`config.mk`:
```
export PLATFORM = sky130hd
export DESIGN_NAME = imem_sequencer
export DESIGN_NICKNAME = d
export VERILOG_FILES = /design/src/rtl/seq_pkg.sv /design/src/rtl/seq_decode.sv /design/src/rtl/seq_ptr.sv /design/src/rtl/imem_sequencer.sv
export SDC_FILE = /design/constraint.sdc
export NUM_CORES = 1
export LEC_CHECK = 0
export BUFFER_PORTS_ARGS = -buffer_cell sky130_fd_sc_hd__buf_2
export CORE_MARGIN = 3
export CORE_UTILIZATION = 35
export CTS_CLUSTER_SIZE = 30
export DETAILED_ROUTE_END_ITERATION = 16
export GPL_TIMING_DRIVEN = 1
export SLEW_MARGIN = 20
export SYNTH_ARGS = -nofsm -noshare
export SYNTH_HDL_FRONTEND = slang
export SYNTH_SLANG_ARGS = --single-unit
```
`constraint.sdc`:
```
create_clock -name clk -period 3.78 [get_ports clk]
set_clock_uncertainty 0.15 [all_clocks]
set_input_delay 0.756 -clock clk [delete_from_list [all_inputs] [get_ports clk]]
set_output_delay 0.756 -clock clk [all_outputs]
set_load 0.05 [all_outputs]
```
`src/rtl/seq_pkg.sv`:
```
package seq_pkg;
  // Action selected by one decoded instruction word
  typedef enum logic [1:0] {
    OPK_FWD  = 2'd0,
    OPK_LOG  = 2'd1,
    OPK_HALT = 2'd2
  } opk_t;
endpackage

```
`src/rtl/seq_decode.sv`:
```
module seq_decode #(
  parameter int IW = 3,
  parameter logic [IW-1:0] LOG_CODE = 3'b010
) (
  input  logic [IW-1:0] word,
  output seq_pkg::opk_t kind
);
  // The top bit has priority: any word with it set is a halt
  always_comb begin
    if (word[IW-1])            kind = seq_pkg::OPK_HALT;
    else if (word == LOG_CODE) kind = seq_pkg::OPK_LOG;
    else                       kind = seq_pkg::OPK_FWD;
  end
endmodule

```
`src/rtl/seq_ptr.sv`:
```
module seq_ptr #(
  parameter int W = 16
) (
  input  logic         clk,
  input  logic         rst,
  input  logic         clr,
  input  logic         inc,
  output logic [W-1:0] q
);
  always_ff @(posedge clk) begin
    if (rst || clr) q <= '0;
    else if (inc)   q <= q + 1'b1;
  end
endmodule

```
`src/rtl/imem_sequencer.sv`:
```
module imem_sequencer #(
  parameter int IW = 3,
  parameter int RW = 4,
  parameter int PW = 16,
  parameter logic [IW-1:0] LOG_CODE = 3'b010
) (
  input  logic          clk,
  input  logic          rst,
  input  logic          start,
  input  logic          load_valid,
  input  logic [IW-1:0] load_word,
  output logic          imem_we,
  output logic [PW-1:0] imem_addr,
  output logic [IW-1:0] imem_wdata,
  input  logic [IW-1:0] imem_rdata,
  output logic [IW-1:0] auto_in,
  input  logic [RW-1:0] auto_out,
  output logic          rmem_we,
  output logic [PW-1:0] rmem_addr,
  output logic [RW-1:0] rmem_wdata,
  output logic          done
);
  import seq_pkg::*;

  logic          run_q;      // 0: load mode, 1: run mode
  logic          fetch_vld;  // imem_rdata holds a fetched word
  opk_t          kind;
  logic          halt_now, log_now, fwd_now;
  logic [PW-1:0] wp, ip, rp;

  seq_decode #(.IW(IW), .LOG_CODE(LOG_CODE)) u_dec (
    .word (imem_rdata),
    .kind (kind)
  );

  // Decode only acts on a word fetched in the previous cycle of this run
  always_comb begin
    halt_now = run_q && fetch_vld && !start && (kind == OPK_HALT);
    log_now  = run_q && fetch_vld && !start && (kind == OPK_LOG);
    fwd_now  = run_q && fetch_vld && !start && (kind != OPK_HALT);
  end

  // Write pointer: load mode only, restarts after a halt
  seq_ptr #(.W(PW)) u_wp (
    .clk (clk), .rst (rst), .clr (halt_now),
    .inc (!run_q && load_valid && !start),
    .q   (wp)
  );

  // Fetch pointer: one address per run cycle, runs ahead of decode
  seq_ptr #(.W(PW)) u_ip (
    .clk (clk), .rst (rst), .clr (start),
    .inc (run_q && !halt_now && !start),
    .q   (ip)
  );

  // Result pointer: one step per logged word
  seq_ptr #(.W(PW)) u_rp (
    .clk (clk), .rst (rst), .clr (start),
    .inc (log_now),
    .q   (rp)
  );

  always_ff @(posedge clk) begin
    if (rst) begin
      run_q     <= 1'b0;
      fetch_vld <= 1'b0;
      done      <= 1'b0;
    end else if (start) begin
      run_q     <= 1'b1;
      fetch_vld <= 1'b0;
      done      <= 1'b0;
    end else if (halt_now) begin
      run_q     <= 1'b0;
      fetch_vld <= 1'b0;
      done      <= 1'b1;
    end else begin
      fetch_vld <= run_q;
    end
  end

  always_ff @(posedge clk) begin
    if (rst)          auto_in <= '0;
    else if (fwd_now) auto_in <= imem_rdata;
  end

  always_ff @(posedge clk) begin
    if (rst) begin
      rmem_we    <= 1'b0;
      rmem_addr  <= '0;
      rmem_wdata <= '0;
    end else begin
      rmem_we <= log_now;
      if (log_now) begin
        rmem_addr  <= rp;
        rmem_wdata <= auto_out;
      end
    end
  end

  assign imem_we    = !run_q;
  assign imem_addr  = run_q ? ip : wp;
  assign imem_wdata = load_word;
endmodule

```
==> out/qor.yml, run 1 <==
pwr:
  p_sw_w: 0.000370
  power_per_cell_area_mw_per_mm2: 385
  share_seq_of_total_power_pct: 53.6
  p_leak_nw: 1.42
  p_sw_share_pct: 24.7
  p_comb_share_pct: 3.3
  power_frac_clock_pct: 43.1
  p_int_w: 0.00113
  vdd_ir_drop_max_mv: 0.191
yosys:
  synth_nets: 413
  netlist_area_sq_mm: 0.00339
  ys_top_cells_by_area: "dfxtp_1 44%, a21oi_1 6.6%, nand2_1 6.5%, mux2_2 5.0%, nor2_1 3.4%"
  synth-xor-area-share_pct: 5.17
  synthSimpleGateAreaFrac_pct: 26.8
  synth-seq-cells: 75
  avgSynthCellArea_sq_um: 8.55
  yosys.area.top_type: "dfxtp_1"
  synth-edff-count: 0
  ys_warn_count: 0
  synth-compound-area-share_pct: 11.7
  postSynthCellCount: 396
  yosysTopAreaCellShare_pct: 44.3
  synthMuxAreaShare_pct: 6.46
  synth_adder_area_share_pct: 1.11
  synthFlopType: "dfxtp_1"
  yosysSeqAreaShare_pct: 44.3
  synth_top_family_by_area: "simple AND/OR/NAND/NOR gates"
  synthArstFlopShare_pct: 0
  ys_types: 39
setup_path:
  worstSetupPathDepth: 2
  startpoint: "run_q$_SDFF_PP0_"
  crit_type: "reg2out"
  path_buf_inv: 1
  crit_fanout: 26
  critPathArrivalTime_ps: 2040
  end_kind: "primary output"
  crit_path_start_kind: "flip-flop"
  r2r-start: "run_q$_SDFF_PP0_"
  critPathSlowestCell: "dfxtp_1"
  cp-endpoint: "imem_addr[6]"
  slowest_delay_ps: 1040
  path_cells: "mux2_2 > buf_2"
  path_delay_family: "flip-flops"
  cp.required_ps: 2870
  rr_endpoint: "u_rp.q[4]$_SDFFE_PP0P_"
  reg2reg_setup_slack_ps: 940
  rr_worst_depth: 4
sta:
  max_freq_ghz: 0.340
  rsz0062_at_grt: "no"
  setup_tns_ps: 0
  setup_ws_ps: 836
  drv_slew: 0
  hold_violations: 0
  maxSlewHeadroom_pct: 28.6
  period_needed_ps: 2940
  fin_crit_sh_pct: 77.9
  worstMarginPinSlew_ps: 1070
  setup_viol: 0
place:
  io_buffers: 52
  placed_cell_area_sq_mm: 0.00368
  gp_congestion: 0.815
  dp_hpwl_microns: 4900
  dp_slack_ps: 948
cts:
  cts_tree: "yes"
  cts_resized: 0
  post_cts_buffers: 0
  cts_buffer_depth: 2
  clk_latency_ps: 350
  numCtsBuffers: 9
  cts.clk_slew.worst_paths_ps: 90
  clock-root-buffer: "clkbuf_8"
  cts_max_level: 3
  ctsHoldBuffers: 0
  cts_sinks: 75
drt:
  viasPerCell: 5.00
  drtIter0Drc: 105
  wire_per_inst_microns: 12.6
  detail-route-antenna-nets: 0
  routed_wl_microns: 7160
  drtPass1Iterations: 4
  drc: 0
  vias: 2834
final_layout:
  final_area_sq_mm: 0.00388
  antenna_cells: 0
  synthToLayoutAreaGrowth_pct: 14.7
  utilization_pct: 41.6
  finish.net_count: 450
  drive_gt1_share_pct: 20.8
worst_hold_path:
  holdCritPathClass: "reg2reg"
global_route:
  overflow: 0
  grt_max_degree: 32
  grt_usage_pct: 13.5
  antenna_found_initial: 0
  grt_pass1_vias: 2579
  grt_pass1_wl_microns: 12300
die:
  die-area_sq_mm: 0.0109
  ioPinCount: 59
  row_count: 35
  coreArea_sq_mm: 0.00933
  chipWidth_microns: 104
  start_util_pct: 36.3
  die_h_microns: 104
run:
  maxCapViolations: 0
run_status:
  status: "completed"
worst register-to-register path: cells and delay by family (launching register included):
family	cells	cell delay (ps)
DFF	1	1040
muxes	1	150
and+or+nand+nor	3	1390
layer usage:
layer | global-route usage [%] | wire [microns] | vias up
li1 | - | - | 1465
met1 | 18.0 | 3530 | 1297
met2 | 21.1 | 3180 | 65
met3 | 4.53 | 385 | 7
met4 | 3.42 | 60 | 0
met5 | 0 | 0 | -
cells in the mapped netlist (5+ instances only):
cell	instances
mux2i_1	5
nand4_1	12
dfxtp_1	75
a21oi_1	45
and4_1	5
and2_1	7
or4_1	11
nor2_1	31
xor2_1	10
inv_1	6
nand3_1	15
o21ai_0	13
xnor2_1	10
o31ai_1	10
clkbuf_1	16
nand2_1	59
or3_1	12
mux2_2	15
stage by stage:
| stage | cells | hold slack (ps) | total power [W] |
|---|---|---|---|
| 2_1_floorplan | 396 | 290 | 0.000866 |
| 3_3_place_gp | 551 | 289 | 0.000870 |
| 3_5_place_dp | 551 | 295 | 0.000871 |
| 4_1_cts | 567 | 308 | 0.00152 |
| 5_1_grt | 567 | 326 | 0.00156 |
| 6_report | 567 | 305 | 0.00150 |
cells in the final DEF, fill, tap and decap left out, types with 9 or more instances in the layout:
master | netlist | final
xnor2_1 | 10 | 10
mux2_2 | 15 | 15
a21oi_1 | 45 | 45
clkbuf_8 | 0 | 9
or3_1 | 12 | 12
xor2_1 | 10 | 10
o21ai_0 | 13 | 13
nand4_1 | 12 | 12
nor2_1 | 31 | 31
nand2_1 | 59 | 59
dfxtp_1 | 75 | 75
nand3_1 | 15 | 15
buf_2 | 1 | 52
o31ai_1 | 10 | 10
or4_1 | 11 | 11
worst min path at each step:
stage                                          start                    endpoint  slack, ps  depth (start not counted)
after global routing      rmem_wdata[1]$_SDFFE_PP0P_  rmem_wdata[1]$_SDFFE_PP0P_        330                          2
after floorplan              u_rp.q[15]$_SDFFE_PP0P_  rmem_addr[15]$_SDFFE_PP0P_        290                          2
after detailed placement  rmem_wdata[2]$_SDFFE_PP0P_  rmem_wdata[2]$_SDFFE_PP0P_        300                          2
after CTS                 rmem_addr[15]$_SDFFE_PP0P_  rmem_addr[15]$_SDFFE_PP0P_        310                          2
after global placement    rmem_wdata[3]$_SDFFE_PP0P_  rmem_wdata[3]$_SDFFE_PP0P_        290                          2
final                     rmem_addr[15]$_SDFFE_PP0P_  rmem_addr[15]$_SDFFE_PP0P_        300                          2
power groups by stage:
stage	combinational [W]	sequential [W]	clock, W
2_1_floorplan	0.0000530	0.000813	0
3_3_place_gp	0.0000506	0.000819	0
3_5_place_dp	0.0000509	0.000820	0
4_1_cts	0.0000509	0.000801	0.000666
5_1_grt	0.0000556	0.000802	0.000701
6_report	0.0000500	0.000801	0.000644
flip-flops by register name, summed over array words and instances, names as in the netlist:
register,flops
u_wp.q,16
run_q,1
rmem_wdata,4
u_ip.q,16
auto_in,3
done,1
rmem_we,1
rmem_addr,16
fetch_vld,1
u_rp.q,16
area by class of cell:
type                    count  area (sq um)
repair buffers             52           260
multi-input cells         289          1730
clock inverters             7          81.3
flip-flops and latches     75          1500
well taps                 129           161
fillers                   941          5440
inverters                   6          22.5
clock buffers               9           124
kinds of logic (layout without fill, tap and decap cells):
family / Yosys count / in the layout
simple gates: 174 / 174
flops: 75 / 75
compound gates: 72 / 72
buf+inv: 32 / 74
xor+xnor: 20 / 20
mux: 20 / 20
fa+ha+maj: 3 / 3
(Power assumes the default switching activity.)
==> run 2: changes to the inputs <==
clock period = 2.8 ns   (was 3.78 ns; I/O delays follow)
==> out/qor.yml, run 2 (synthesized netlist as in run 1, its figures left out) <==
run_status:
  status: "completed"  # unchanged
drt:
  detail-route-antenna-nets: 0  # unchanged
  viasPerCell: 4.99  # was 5.00
  highest_layer: "met4"  # unchanged
  drc: 0  # unchanged
  vias: 2842  # was 2,834
  drtIter0Drc: 149  # was 105
  routed_wl_microns: 7210  # was 7160 microns
  wl_met3_microns: 417  # was 385 microns
  route.met2.wl_microns: 3280  # was 3180 microns
  drtPass1Iterations: 5  # was 4
  wl_met1_microns: 3460  # was 3530 microns
  wire_per_inst_microns: 12.7  # was 12.6 microns
place:
  post-place-cells: 554  # was 551
  dp_hpwl_microns: 5010  # was 4900 microns
  io_buffers: 52  # unchanged
  placed_cell_area_sq_mm: 0.00370  # was 0.00368 sq mm
  gp_congestion: 0.822  # was 0.815
setup_path:
  crit_fanout: 25  # was 26
  path_cells: "buf_4 > mux2_2 > buf_2"  # was mux2_2 > buf_2
  cp.required_ps: 2090  # was 2870 ps
  slowest_delay_ps: 390  # was 1040 ps
  path_buf_inv: 2  # was 1
  crit_type: "reg2out"  # unchanged
  path_delay_family: "buffers and inverters"  # was flip-flops
  end_kind: "primary output"  # unchanged
  crit_path_start_kind: "flip-flop"  # unchanged
  critPathArrivalTime_ps: 1610  # was 2040 ps
  critPathSlowestCell: "mux2_2"  # was dfxtp_1
cts:
  cts_sinks: 75  # unchanged
  clock-root-buffer: "clkbuf_8"  # unchanged
  cts.clk_slew.worst_paths_ps: 90  # about the same
  clk_latency_ps: 350  # about the same
  cts_max_level: 3  # unchanged
  cts_resized: 0  # unchanged
  numCtsBuffers: 9  # unchanged
  post_cts_buffers: 0  # unchanged
  cts_tree: "yes"  # unchanged
  cts_buffer_depth: 2  # unchanged
  ctsHoldBuffers: 0  # unchanged
sta:
  fin_crit_sh_pct: 82.7
  drv_slew: 0  # unchanged
  setup_tns_ps: 0  # unchanged
  rsz0062_at_grt: "no"  # unchanged
  hold_violations: 0  # unchanged
  maxSlewHeadroom_pct: 54.1  # was 28.6%
  setup_viol: 0  # unchanged
  max_freq_ghz: 0.432
  period_needed_ps: 2320
  worstMarginPinSlew_ps: 687  # was 1070 ps
run:
  maxCapViolations: 0  # unchanged
global_route:
  grt_pass1_wl_microns: 12200  # was 12,300 microns
  grt_pass1_vias: 2576  # was 2,579
  overflow: 0  # unchanged
  antenna_found_initial: 0  # unchanged
  grt_usage_pct: 13.5  # about the same
  grt_max_degree: 32  # unchanged
die:
  die-area_sq_mm: 0.0109  # unchanged
  row_count: 35  # unchanged
  start_util_pct: 36.3  # unchanged
  chipWidth_microns: 104  # unchanged
  coreArea_sq_mm: 0.00933  # unchanged
  die_h_microns: 104  # unchanged
  ioPinCount: 59  # unchanged
worst_hold_path:
  holdCritPathClass: "in2reg"  # was reg2reg
final_layout:
  antenna_cells: 0  # unchanged
  fillers: 964  # was 941
  seq_area_sq_mm: 0.00150  # unchanged
  final_area_sq_mm: 0.00393  # was 0.00388 sq mm
  drive_gt1_share_pct: 21.3  # was 20.8%
  instances_no_fill: 570  # was 567
  most-common-layout-cells: "75 x dfxtp_1, 59 x nand2_1, 52 x buf_2"  # unchanged
  layout_commonest_cell: "dfxtp_1"  # unchanged
  synthToLayoutAreaGrowth_pct: 16.1  # was 14.7%
  finish.net_count: 453  # was 450
  multiInputGateArea_sq_mm: 0.00173  # unchanged
pwr:
  power_per_cell_area_mw_per_mm2: 540  # was 385 mW/mm^2
  vdd_ir_drop_max_mv: 0.272  # was 0.191 mV
  p_leak_nw: 1.45  # was 1.42 nW
[run 2: cell count changes in the layout (fill, tap and decap cells not counted), sizes merged]
cell	delta
bufinv	+1
clkinv	-1
buf	+3
[run 2: worst reg2reg max path: stages (launching register included)]
cell       delay (ps)
dfxtp_1           320
buf_4             230
nand4bb_1         290
or2_1             340
or4_1             520
a21oi_1           150
[run 2: power breakdown]
part / leakage [nW] / internal (W) / switching, W
Sequential: 0.604 / 0.00107 / 0.00000384
Combinational: 0.729 / 0.0000256 / 0.0000525
Clock: 0.114 / 0.000520 / 0.000454
Total: 1.45 / 0.00162 / 0.000510
[run 2: path summary, 6_finish.rpt]
| kind | start | to | slack, ps | cells past startpoint |
|---|---|---|---|---|
| worst max-delay path | run_q$_SDFF_PP0_ | imem_addr[6] | 480 | 3 |
| worst min-delay path | auto_out[3] | rmem_wdata[3]$_SDFFE_PP0P_ | 290 | 3 |
| worst max register to register | run_q$_SDFF_PP0_ | u_wp.q[14]$_SDFFE_PP0P_ | 730 | 5 |
| worst min register to register | rmem_addr[5]$_SDFFE_PP0P_ | rmem_addr[5]$_SDFFE_PP0P_ | 300 | 2 |
[run 2: metal layers]
metal	vias up	global-route usage [%]
met2	71	21.0
met4	0	3.61
li1	1464	-
met3	4	5.46
met1	1303	17.3
met5	-	0
[run 2: final cells by class]
class                           count  share of cell area, %
Clock buffer                        9                   3.15
Clock inverter                      7                   2.74
Inverter                            6                  0.573
Multi-Input combinational cell    289                   44.1
Sequential cell                    75                   38.2
Tap cell                          129                   4.10
Timing Repair Buffer               55                   7.19
[run 2: stage by stage]
| step | worst slack [ps] | power, W | util (%) | hold slack, ps |
|---|---|---|---|---|
| after global placement | 536 | 0.00118 | 39.7 | 288 |
| after CTS | 464 | 0.00216 | 42.2 | 267 |
| final | 485 | 0.00213 | 42.2 | 285 |
| after global routing | 410 | 0.00221 | 42.2 | 271 |
| after detailed placement | 528 | 0.00118 | 39.7 | 295 |
| after floorplan | 326 | 0.00117 | - | 290 |
==> run 3: changes to the inputs <==
clock period = 1.94 ns   (was 2.8 ns; I/O delays follow)
==> out/qor.yml, run 3 (synthesized netlist as in run 1, its figures left out) <==
setup_path:
  cp.required_ps: 1400  # was 2090 ps
  crit_path_start_kind: "flip-flop"  # unchanged
  worstSetupPathDepth: 3  # unchanged
  slowest_delay_ps: 430  # was 390 ps
  rr_worst_depth: 5  # unchanged
  crit_type: "reg2out"  # unchanged
  path_delay_family: "flip-flops"  # was buffers and inverters
  crit_fanout: 6  # was 25
  end_kind: "primary output"  # unchanged
  critPathArrivalTime_ps: 1420  # was 1610 ps
  crit_path_frequent_cell: "buf_8"
  path_buf_inv: 2  # unchanged
  critPathSlowestCell: "dfxtp_4"  # was mux2_2
  path_cells: "buf_8 > mux2_4 > buf_8"  # was buf_4 > mux2_2 > buf_2
  reg2reg_setup_slack_ps: 30  # was 730 ps
global_route:
  grt_pass1_vias: 2975  # was 2,576
  antenna_found_initial: 0  # unchanged
  grt_usage_pct: 15.8  # was 13.5%
  grt_pass1_wl_microns: 14300  # was 12,200 microns
  grt_max_degree: 32  # unchanged
  overflow: 0  # unchanged
drt:
  drtPass1Iterations: 6  # was 5
  drc: 0  # unchanged
  drtIter0Drc: 104  # was 149
  detail-route-antenna-nets: 0  # unchanged
  viasPerCell: 5.00  # was 4.99
  vias: 3031  # was 2,842
  routed_wl_microns: 8170  # was 7210 microns
  wire_per_inst_microns: 13.5  # was 12.7 microns
pwr:
  p_sw_w: 0.000685  # was 0.000510 W
  vdd_ir_drop_max_mv: 0.432  # was 0.272 mV
  share_seq_of_total_power_pct: 48.5  # was 50.5%
  p_comb_share_pct: 5.0  # was 3.7%
  p_int_w: 0.00251  # was 0.00162 W
  p_sw_share_pct: 21.4  # was 24.0%
  power_w: 0.00320  # was 0.00213 W
  p_leak_nw: 1.70  # was 1.45 nW
  power_per_cell_area_mw_per_mm2: 706  # was 540 mW/mm^2
  power_frac_clock_pct: 46.4  # was 45.8%
cts:
  clk_latency_ps: 340  # was 350 ps
  cts.clk_slew.worst_paths_ps: 80  # was 90 ps
  cts_buffer_depth: 2  # unchanged
  numCtsBuffers: 9  # unchanged
  cts_tree: "yes"  # unchanged
  cts_max_level: 3  # unchanged
  cts_sinks: 75  # unchanged
  clock-root-buffer: "clkbuf_8"  # unchanged
place:
  io_buffers: 52  # unchanged
  gp_congestion: 0.850  # was 0.822
  dp_slack_ps: -22.9  # was 528 ps
  dp_hpwl_microns: 5580  # was 5010 microns
run_status:
  status: "finished, violations left"  # was completed
  violations: "setup timing"
sta:
  hold_violations: 0  # unchanged
  setup_ws_ps: -18.7  # was 485 ps
  setup_viol: 10  # was 0
  drv_slew: 0  # unchanged
  worstMarginPinSlew_ps: 642  # was 687 ps
  max_freq_ghz: 0.511
  period_needed_ps: 1960
  holdWs_ps: 127  # was 285 ps
  fin_crit_sh_pct: 101
  maxSlewHeadroom_pct: 57.2  # was 54.1%
  rsz0062_at_grt: "yes"  # was no
die:
  ioPinCount: 59  # unchanged
  die_h_microns: 104  # unchanged
  start_util_pct: 36.3  # unchanged
  coreArea_sq_mm: 0.00933  # unchanged
  row_count: 35  # unchanged
  die-area_sq_mm: 0.0109  # unchanged
  chipWidth_microns: 104  # unchanged
worst_hold_path:
  holdCritPathClass: "in2reg"  # unchanged
  whs_path_depth: 3  # unchanged
final_layout:
  most-common-layout-cells: "73 x dfxtp_1, 59 x nand2_1, 43 x a21oi_1"  # was 75 x dfxtp_1, 59 x nand2_1, 52 x buf_2
  antenna_cells: 0  # unchanged
  synthToLayoutAreaGrowth_pct: 33.7  # was 16.1%
  finish.net_count: 489  # was 453
  drive_gt1_share_pct: 29.1  # was 21.3%
  utilization_pct: 48.5  # was 42.2%
  layout_commonest_cell: "dfxtp_1"  # unchanged
run:
  maxCapViolations: 0  # unchanged
## run 3: layout make-up
cell class / count / area [sq um]
clock buffer: 11 / 141
inverter: 6 / 22.5
clock inverter: 5 / 108
tap: 129 / 161
timing repair buffer: 91 / 748
sequential: 75 / 1510
fill: 909 / 4800
multi-input combinational: 289 / 1840
## run 3: power by group through the flow
stage | sequential [W] | combinational (W) | clock, W
6_report | 0.00155 | 0.000161 | 0.00148
5_1_grt | 0.00155 | 0.000174 | 0.00159
4_1_cts | 0.00155 | 0.000155 | 0.00152
3_5_place_dp | 0.00159 | 0.000127 | 0
3_3_place_gp | 0.00159 | 0.000126 | 0
2_1_floorplan | 0.00158 | 0.000103 | 0
## run 3: final timing paths
| path | from | end |
|---|---|---|
| max reg2reg | run_q$_SDFF_PP0_ | u_wp.q[14]$_SDFFE_PP0P_ |
| min | auto_out[3] | rmem_wdata[3]$_SDFFE_PP0P_ |
| min reg2reg | rmem_addr[10]$_SDFFE_PP0P_ | rmem_addr[10]$_SDFFE_PP0P_ |
| max | run_q$_SDFF_PP0_ | imem_addr[14] |
## run 3: per-layer routing
metal  track usage (%)  routed length [microns]
met1              20.0                     3720
met2              25.6                     3880
met3              5.21                      515
met4              4.75                       60
met5                 0                        0
## run 3: metrics by stage
step | cell area, sq um | instances | setup TNS, ps
global placement | 3930 | 582 | 0
finish | 4530 | 606 | -71.7
floorplan | 3390 | 396 | 0
detailed placement | 3930 | 582 | -22.9
global route | 4530 | 606 | -715
CTS | 4440 | 601 | -507
## run 3: worst reg2reg max path, delay by kind of cell (launching register included)
| kind | cells | cell delay [ps] |
|---|---|---|
| simple gates | 3 | 1010 |
| flops | 1 | 400 |
| buf+inv | 1 | 170 |
| compound gates | 1 | 130 |
## run 3: what timing repair did
item | in CTS | in global routing
hold buffers | 0 | 0
gates cloned | 1 | 0
endpoints found under the hold margin | 0 | 0
pin swaps | 0 | 5
gates resized for setup | 69 | 9
buffers inserted | 2 | 5
endpoints found under the setup margin | 17 | 25
